===== src/rtl/divPkg.sv =====
package divPkg;

  // Strobes from the sequencer to the datapath; at most one is high per cycle.
  typedef struct packed {
    logic load;   // capture operands
    logic setup;  // magnitudes, flags
    logic iter;   // one restoring quotient bit
    logic fixQ;   // quotient sign
    logic fixR;   // remainder sign
  } divStrobes_t;

  typedef enum logic [1:0] {
    ST_IDLE = 2'd0,
    ST_RUN  = 2'd1,
    ST_DONE = 2'd2
  } divState_t;

endpackage


===== src/rtl/divCtrl.sv =====
module divCtrl
  import divPkg::*;
#(
  parameter int DATA_W = 16
) (
  input  logic        clk,
  input  logic        rstN,
  input  logic        start,
  input  logic        stepEn,
  input  logic        suspend,
  output divStrobes_t stb,
  output logic        busy,
  output logic        done
);

  localparam int STEPS = DATA_W + 3;
  localparam int CNT_W = $clog2(STEPS);
  localparam logic [CNT_W-1:0] LAST_STEP = CNT_W'(STEPS - 1);
  localparam logic [CNT_W-1:0] FIXQ_STEP = CNT_W'(STEPS - 2);
  localparam logic [CNT_W-1:0] ITER_LAST = CNT_W'(DATA_W);

  divState_t state;
  logic [CNT_W-1:0] stepCnt;
  logic advance;

  assign advance = (state == ST_RUN) && stepEn && !suspend;

  always_comb begin
    stb = '0;
    stb.load = (state == ST_IDLE) && start && !suspend;
    if (advance) begin
      if (stepCnt == '0)                                  stb.setup = 1'b1;
      else if (stepCnt <= ITER_LAST)                      stb.iter  = 1'b1;
      else if (stepCnt == FIXQ_STEP)                      stb.fixQ  = 1'b1;
      else                                                stb.fixR  = 1'b1;
    end
  end

  always_ff @(posedge clk or negedge rstN) begin
    if (!rstN) begin
      state   <= ST_IDLE;
      stepCnt <= '0;
    end else begin
      unique case (state)
        ST_IDLE: if (stb.load) begin
          state   <= ST_RUN;
          stepCnt <= '0;
        end
        ST_RUN: if (advance) begin
          if (stepCnt == LAST_STEP) begin
            state   <= ST_DONE;
            stepCnt <= '0;
          end else begin
            stepCnt <= stepCnt + 1'b1;
          end
        end
        ST_DONE: state <= ST_IDLE;
        default: state <= ST_IDLE;
      endcase
    end
  end

  assign busy = (state == ST_RUN);
  assign done = (state == ST_DONE);

  AST_DONE_PULSE: assert property (@(posedge clk) disable iff (!rstN)
    done |=> !done);
  AST_BUSY_DONE_EXCL: assert property (@(posedge clk) disable iff (!rstN)
    !(busy && done));
  AST_SUSPEND_FREEZE: assert property (@(posedge clk) disable iff (!rstN)
    (busy && suspend) |=> (busy && $stable(stepCnt)));
  AST_STEP_RANGE: assert property (@(posedge clk) disable iff (!rstN)
    stepCnt <= LAST_STEP);
  AST_DONE_AFTER_LAST: assert property (@(posedge clk) disable iff (!rstN)
    $rose(done) |-> ($past(stepCnt) == LAST_STEP));
  AST_BUSY_HOLDS_START: assert property (@(posedge clk) disable iff (!rstN)
    (busy && start) |=> (busy || done));

endmodule


===== src/rtl/divDatapath.sv =====
module divDatapath
  import divPkg::*;
#(
  parameter int DATA_W = 16
) (
  input  logic                  clk,
  input  logic                  rstN,
  input  divStrobes_t           stb,
  input  logic                  wideIn,
  input  logic                  signedIn,
  input  logic [2*DATA_W-1:0]   dividendIn,
  input  logic [DATA_W-1:0]     divisorIn,
  output logic [DATA_W-1:0]     quotient,
  output logic [DATA_W-1:0]     remainder,
  output logic                  divZero,
  output logic                  overflow
);

  localparam int DW2 = 2 * DATA_W;
  localparam logic [DATA_W-1:0] SIGN_MIN = {1'b1, {(DATA_W-1){1'b0}}};

  logic [DW2-1:0]    dvdReg;
  logic [DATA_W-1:0] dvsReg, dmagReg, remReg, quoReg;
  logic              wideReg, sgnReg, negQ, negR, zeroReg, ovfReg;

  logic [DW2-1:0]    extDvd, dvdMag;
  logic [DATA_W-1:0] dvsMag, diffLow;
  logic              dvdNeg, dvsNeg, fits;

  always_comb begin
    if (wideReg)     extDvd = dvdReg;
    else if (sgnReg) extDvd = {{DATA_W{dvdReg[DATA_W-1]}}, dvdReg[DATA_W-1:0]};
    else             extDvd = {{DATA_W{1'b0}}, dvdReg[DATA_W-1:0]};
    dvdNeg = sgnReg && extDvd[DW2-1];
    dvdMag = dvdNeg ? -extDvd : extDvd;
    dvsNeg = sgnReg && dvsReg[DATA_W-1];
    dvsMag = dvsNeg ? -dvsReg : dvsReg;
    // Restoring step: shift the next dividend bit into the partial remainder.
    fits    = {remReg, quoReg[DATA_W-1]} >= {1'b0, dmagReg};
    diffLow = {remReg[DATA_W-2:0], quoReg[DATA_W-1]} - dmagReg;
  end

  always_ff @(posedge clk or negedge rstN) begin
    if (!rstN) begin
      dvdReg <= '0; dvsReg <= '0; wideReg <= 1'b0; sgnReg <= 1'b0;
      dmagReg <= '0; remReg <= '0; quoReg <= '0;
      negQ <= 1'b0; negR <= 1'b0; zeroReg <= 1'b0; ovfReg <= 1'b0;
    end else begin
      if (stb.load) begin
        dvdReg  <= dividendIn;
        dvsReg  <= divisorIn;
        wideReg <= wideIn;
        sgnReg  <= signedIn;
        zeroReg <= 1'b0;
        ovfReg  <= 1'b0;
      end
      if (stb.setup) begin
        remReg  <= dvdMag[DW2-1:DATA_W];
        quoReg  <= dvdMag[DATA_W-1:0];
        dmagReg <= dvsMag;
        negQ    <= dvdNeg ^ dvsNeg;
        negR    <= dvdNeg;
        zeroReg <= (dvsMag == '0);
        ovfReg  <= (dvsMag != '0) && (dvdMag[DW2-1:DATA_W] >= dvsMag);
      end
      if (stb.iter) begin
        remReg <= fits ? diffLow : {remReg[DATA_W-2:0], quoReg[DATA_W-1]};
        quoReg <= {quoReg[DATA_W-2:0], fits};
      end
      if (stb.fixQ) begin
        quoReg <= negQ ? -quoReg : quoReg;
        if (sgnReg && !zeroReg &&
            (negQ ? (quoReg > SIGN_MIN) : quoReg[DATA_W-1]))
          ovfReg <= 1'b1;
      end
      if (stb.fixR)
        remReg <= negR ? -remReg : remReg;
    end
  end

  assign quotient  = quoReg;
  assign remainder = remReg;
  assign divZero   = zeroReg;
  assign overflow  = ovfReg;

  AST_RESULT_HOLD: assert property (@(posedge clk) disable iff (!rstN)
    !(stb.setup || stb.iter || stb.fixQ || stb.fixR) |=>
      ($stable(quoReg) && $stable(remReg)));
  AST_ZERO_NO_OVF: assert property (@(posedge clk) disable iff (!rstN)
    zeroReg |-> !ovfReg);
  AST_OPERANDS_HELD: assert property (@(posedge clk) disable iff (!rstN)
    !stb.load |=> ($stable(dvdReg) && $stable(dvsReg)));
  AST_ONE_STROBE: assert property (@(posedge clk) disable iff (!rstN)
    $countones(stb) <= 1);

endmodule


===== src/rtl/iterDivider.sv =====
module iterDivider
  import divPkg::*;
#(
  parameter int DATA_W = 16
) (
  input  logic                clk,
  input  logic                rstN,
  input  logic                start,
  input  logic                wideDiv,
  input  logic                signedDiv,
  input  logic [2*DATA_W-1:0] dividend,
  input  logic [DATA_W-1:0]   divisor,
  input  logic                stepEn,
  input  logic                suspend,
  output logic [DATA_W-1:0]   quotient,
  output logic [DATA_W-1:0]   remainder,
  output logic                busy,
  output logic                done,
  output logic                divZero,
  output logic                overflow
);

  divStrobes_t stb;

  divCtrl #(.DATA_W(DATA_W)) i_ctrl (
    .clk(clk), .rstN(rstN), .start(start), .stepEn(stepEn), .suspend(suspend),
    .stb(stb), .busy(busy), .done(done)
  );

  divDatapath #(.DATA_W(DATA_W)) i_datapath (
    .clk(clk), .rstN(rstN), .stb(stb),
    .wideIn(wideDiv), .signedIn(signedDiv),
    .dividendIn(dividend), .divisorIn(divisor),
    .quotient(quotient), .remainder(remainder),
    .divZero(divZero), .overflow(overflow)
  );

endmodule


===== config.mk =====
export PLATFORM = sky130hd
export DESIGN_NAME = iterDivider
export DESIGN_NICKNAME = d
export VERILOG_FILES = /design/src/rtl/divPkg.sv /design/src/rtl/divCtrl.sv /design/src/rtl/divDatapath.sv /design/src/rtl/iterDivider.sv
export SDC_FILE = /design/constraint.sdc
export NUM_CORES = 1
export LEC_CHECK = 0
export BUFFER_PORTS_ARGS = -buffer_cell sky130_fd_sc_hd__buf_4
export CAP_MARGIN = 20
export CELL_PAD_IN_SITES_DETAIL_PLACEMENT = 0
export CELL_PAD_IN_SITES_GLOBAL_PLACEMENT = 1
export CORE_MARGIN = 2
export CORE_UTILIZATION = 48
export DETAILED_ROUTE_END_ITERATION = 16
export PLACE_DENSITY_LB_ADDON = 0.1
export SLEW_MARGIN = 5
export SYNTH_ARGS = -nofsm -noshare
export SYNTH_HDL_FRONTEND = slang
export SYNTH_SLANG_ARGS = --single-unit

===== constraint.sdc =====
create_clock -name clk -period 9.51 [get_ports clk]
set_input_delay 0.4755 -clock clk [delete_from_list [all_inputs] [get_ports clk]]
set_output_delay 0.4755 -clock clk [all_outputs]
set_load 0.01 [all_outputs]

== After elaboration in Yosys (flattened, before gate mapping) ==
Index checks and enable logic that the tools add are counted.
Storage, ports and cells
  flip-flop bits (word level): 109
  latch bits: 0
  memory bits (writable): 0
  bits in read-only memories: 0
  input bits: 55
  memories kept: 0
Cells by class
  $add $sub $neg: 6
  multiply operators: 0
  div/mod/pow operators: 0
  magnitude comparators: 4
  equal/unequal tests: 9
  shift operators: 0
  muxes and demuxes: 35
  bitwise operators: 1
  reductions and logical operators: 23
Operators by type and width (count)
  16-bit two-way mux: 10
  32-bit two-way mux: 3
  16-bit negator: 3
  32-bit negator: 1
  17-bit by 16-bit greater-or-equal comparator with 1-bit output: 1
  16-bit greater-or-equal comparator: 1
  16-bit greater-than comparator (second input constant): 1
  16-bit logical NOT: 1
  16-bit nonzero test: 1
  16-bit subtractor: 1
  5-bit two-way mux: 3
  1-bit two-way mux: 11
  5-bit == test (second input constant): 2
  2-bit by 1-bit != test with 1-bit output (second input constant): 5
  5-bit one-hot mux with 2 select lines: 1
  1-bit logical AND: 9
  2-bit two-way mux: 4
  3-bit AND reduction: 2
  3-bit nonzero test: 2
  5-bit by 1-bit adder with 5-bit output (second input constant): 1
  5-bit <= comparator (second input constant): 1
  5-bit logical NOT: 1
  4-bit two-way mux: 1
  2-bit one-hot mux with 2 select lines: 1
  8 further kinds: 11

== Logic depth before layout (Yosys ltp) ==
  depth after elaboration: 9
  mapped depth: 16
  gate-level depth less buffers: 15

== Hierarchy ==
A second synthesis with hierarchy kept.
Unflattened totals
  cells, all modules: 918
  area, all modules: 8167.8 sq um
By module, submodules not included
  divDatapath: instances 1, cells each 861, area each 7627.3 sq um, seq. area each 2552.4 sq um
  divCtrl: instances 1, cells each 57, area each 540.5 sq um, seq. area each 175.2 sq um

== Worst setup path before layout ==
No wires, ideal clock.
  kind: register to register
  start: register i_datapath.dvdReg[12]
  end: register i_datapath.ovfReg (netlist: i_datapath.overflow)
  library setup time: 0.104 ns
  arrival: 3.092 ns
  data required time: 9.406 ns
  slack: 6.314 ns
  stages on the path, launching flop included: 15
  buffers on the path: 0
  period minus slack after synthesis: 3.196 ns
  cell sequence: dfrtp_1 or4_1 nor3_1 nand3b_1 nor4b_1 a211oi_1 a21oi_1 inv_1 ha_1 nand4_1 nor2_1 nand3_1 a21oi_1 a311oi_1 o311ai_1
On the way
  cells in the longest elaborated chain, start to end: 9
Ends and longest elaborated chain
  start: declaration: line divDatapath.sv:22  | logic [DW2-1:0] dvdReg;
  start signal: assignment: line divDatapath.sv:50  | dvdReg <= dividendIn;
  32-bit two-way mux: line divDatapath.sv:32  | else if (sgnReg) extDvd = {{DATA_W{dvdReg[DATA_W-1]}}, dvdReg[DATA_W-1:0]};
  32-bit two-way mux (*): line divDatapath.sv:31  | if (wideReg) extDvd = dvdReg;
  32-bit negator (*): line divDatapath.sv:35  | dvdMag = dvdNeg ? -extDvd : extDvd;
  32-bit two-way mux (*): line divDatapath.sv:35
  16-bit greater-or-equal comparator (*): line divDatapath.sv:64  | ovfReg <= (dvsMag != '0) && (dvdMag[DW2-1:DATA_W] >= dvsMag);
  1-bit logical AND (*): line divDatapath.sv:64
  1-bit two-way mux (*): line divDatapath.sv:57  | if (stb.setup) begin
  1-bit two-way mux: line divDatapath.sv:72  | if (sgnReg && !zeroReg &&
  1-bit two-way mux (*): line divDatapath.sv:70  | if (stb.fixQ) begin
  end signal: assignment: line divDatapath.sv:64
  end: declaration: line divDatapath.sv:24  | logic wideReg, sgnReg, negQ, negR, zeroReg, ovfReg;
Mark *: on every way between the ends. The rest lies on a longest branch, timed or not.
A chain may end at the register's enable or synchronous reset.

== Worst setup path in the final report ==
  start: register i_datapath.wideReg
  end: register i_datapath.ovfReg (netlist: i_datapath.overflow)
On the way
  cells in the longest elaborated chain, start to end: 8
Ends and longest elaborated chain
  start: declaration: line divDatapath.sv:24
  start signal: assignment: line divDatapath.sv:52  | wideReg <= wideIn;
  32-bit two-way mux (*): line divDatapath.sv:31
  32-bit negator / 1-bit logical AND (equally long branches): line divDatapath.sv:35, divDatapath.sv:34
  32-bit two-way mux (*): line divDatapath.sv:35
  16-bit greater-or-equal comparator (*): line divDatapath.sv:64
  1-bit logical AND (*): line divDatapath.sv:64
  1-bit two-way mux (*): line divDatapath.sv:57
  1-bit two-way mux: line divDatapath.sv:72
  1-bit two-way mux (*): line divDatapath.sv:70
Marked as above.

==> reports/qor.yml <==
max_stage_delay_ns: 0.71
synth-main-ff-cell: "dfrtp_1"
cp_max_fo: 33
design_area_um2: 9000
syn_nets: 1106
clock_skew_ns: 0.0102
vdd_drop_max_v: 0.000136
htreeDepth: 3
tritoncts: "yes"
final_nets: 1171
critPathLaunch: "i_datapath.wideReg"
synthDistinctLibCells: 63
cts_resized: 0
syn_inst: 1007
path_cells: "a21oi_1, a21o_1, and2_1, nor4b_1, a211oi_1, a21oi_1, inv_1, ha_1, nand4_1, nor2_1, nand3_1, a21oi_1, a311oi_1, o311ai_1"
synth_area_um2: 7860
grt_first_pass_wirelength_um: 36200
dpl_cell_area_um2: 8710
stdcell_count: 1293
total_power_uw: 3500
wl_per_cell_um: 16.9
tightest_slew_ns: 0.967
drc_errors: 0
grt_pass1_vias: 6696
cpMostUsedCell: "a21oi_1"
synth_edf_count: 0
relSlewSlack_pct: 35.4
most-common-layout-cells: "nand2_1 (219), dfrtp_1 (109), buf_4 (99)"
fillers: 1566
cp.depth: 14
firstDrtPassIters: 7
cp_top_family: "compound AO/OA/AOI/OAI gates"
core_area_um2: 15900
routabilityCongestion: 0.872
grt_usage_pct: 25.6
seq_area_frac_synth_pct: 34.7
syn2layout_area_growth_pct: 14.5
portBuffers: 90
crit_slowest_cell: "dfrtp_1"
async_flop_share_pct: 100
fp.dieH_um: 132
finalSetupTns_ns: 0
reg2reg_from: "i_datapath.wideReg"
rsz0062_at_grt: "false"
ios: 91
die_w_um: 132
cp_num_buf_inv: 1
post_cts_buffers: 0
cts_root_buf: "clkbuf_16"
drt_iter0_markers: 537
layout-drive-gt1-share_pct: 12.6
synth_seq_cells: 109
grt_max_degree: 58
setup_violations: 0
antenna_found_initial: 0
hold_viol: 0
dp.cells: 1277
rr_worst_depth: 14
cp-endpoint: "i_datapath.overflow"
clkLatencyLatePin_ns: 0.37
rows: 46
crit_path_start_kind: "flip-flop"
post-dp-hpwl_um: 16200
drt-total-wl_um: 21800
die_area_um2: 17400
vias: 7284
p_leak_uw: 0.00411
diodes: 0
min_period_over_period_pct: 42.0
p_per_area_nw_per_um2: 389
clockBufferDepth: 2
fin_crit_ns: 3.99
outcome: "completed"
slew_viol_final: 0
cts_buffers: 9
worstPathArrival_ns: 4.26
cts_sinks: 109
viasPerCell: 5.63
fmax_ghz: 0.251
r2r_setup_slack_ns: 5.52
cts_hold_buf: 0
drv_cap: 0
start_util_pct: 49.3
ant_nets: 0
final_common_cell: "nand2_1"
ys.warnings.count: 0
hp-class: "in2async"
critPathCaptureType: "flip-flop"
cp.required_ns: 9.78
grt-ovfl-total: 0
r2r_end: "i_datapath.overflow"
clkTransAtPathRegs_ns: 0.08
path_class: "reg2reg"
synthesis.area_per_instance_um2: 7.80
[layout make-up]
cell class              instances  area, µm²  share of cell area, %
multi-input cells             812       4810                   53.5
flip-flops and latches        109       2730                   30.3
well taps                     216        270                   3.00
clock buffers                  10        229                   2.54
inverters                      41        154                   1.71
repair buffers                 99        743                   8.26
clock inverters                 6       62.6                  0.695
[flip-flops by register name (all words and copies together) (netlist names), 2 cells and up]
register              count
i_ctrl.state              2
i_ctrl.stepCnt            5
i_datapath.dmagReg       16
i_datapath.dvdReg        32
i_datapath.dvsReg        16
i_datapath.quotient      16
i_datapath.remainder     16
[per-stage QoR]
stage	setup slack, ns	hold slack (ns)	utilization [%]
after floorplan	6.31	0.180	-
after global placement	5.71	0.466	54.6
after detailed placement	5.61	0.477	54.6
after CTS	5.58	0.176	56.4
after global routing	5.15	0.199	56.4
final	5.52	0.140	56.4
[where the power goes]
| part | switching [µW] | leakage, µW | total, µW | internal, µW |
|---|---|---|---|---|
| Combinational | 1210 | 0.00261 | 2120 | 905 |
| Clock | 196 | 0.000143 | 381 | 186 |
| Sequential | 324 | 0.00136 | 1000 | 681 |
| Total | 1730 | 0.00411 | 3500 | 1770 |
[cell usage after synthesis (3+ instances only)]
master	number	share of area, %
inv_1	41	2.0
nor2b_1	11	0.88
o211ai_1	7	0.67
mux2_2	4	0.57
or3_1	14	1.1
o31ai_1	13	1.2
xor2_1	25	2.8
xnor2_1	29	3.2
nor3_1	27	1.7
nand3b_1	5	0.48
clkbuf_1	38	1.8
o21ai_0	73	4.7
o22ai_1	7	0.56
a21o_1	12	1.1
or2_2	5	0.40
nand2b_1	9	0.72
nor2_1	78	3.7
o221ai_1	5	0.56
and2_1	8	0.64
nand2_1	219	10
o41ai_1	5	0.56
dfrtp_1	109	35
nand4_1	10	0.80
o21bai_1	3	0.29
nor3b_1	4	0.38
buf_1	7	0.33
mux2i_1	14	1.8
a211oi_1	11	1.1
or3_4	5	0.72
a21oi_1	88	5.6
and3_1	4	0.32
ha_1	43	6.8
o21a_1	6	0.57
nand3_1	12	0.76
a31oi_1	16	1.3
or4_1	3	0.29
a41oi_1	3	0.33
[per-layer routing]
| metal | vias up | global-route usage, % | part of all wire, % |
|---|---|---|---|
| met2 | 223 | 37.7 | 43 |
| met4 | 0 | 5.98 | 1.5 |
| met5 | - | 0 | 0 |
| met1 | 3366 | 38.8 | 50 |
| met3 | 29 | 4.58 | 5.1 |
| li1 | 3666 | - | - |
[kinds of logic (layout without fill, tap and decap cells)]
group,Yosys count,in the layout,synth area share [%]
AO/OA/AOI/OAI,269,269,20.9
XOR/XNOR,54,54,6.02
adder cells (fa/ha/maj),44,44,7.10
buffers and inverters,86,156,4.11
flip-flops,109,109,34.7
multiplexers,18,18,2.36
AND/OR/NAND/NOR,427,427,24.8
[worst min path at each step]
stage / from / to
CTS: rstN / i_datapath.dvdReg[10]
global placement: i_datapath.dmagReg[2] / i_datapath.dmagReg[2]
finish: rstN / i_datapath.dvdReg[7]
floorplan: rstN / i_ctrl.state[0]
global route: rstN / i_datapath.dvdReg[5]
detailed placement: i_datapath.dmagReg[14] / i_datapath.dmagReg[14]
No activity file was read; power rests on OpenSTA's default activity.
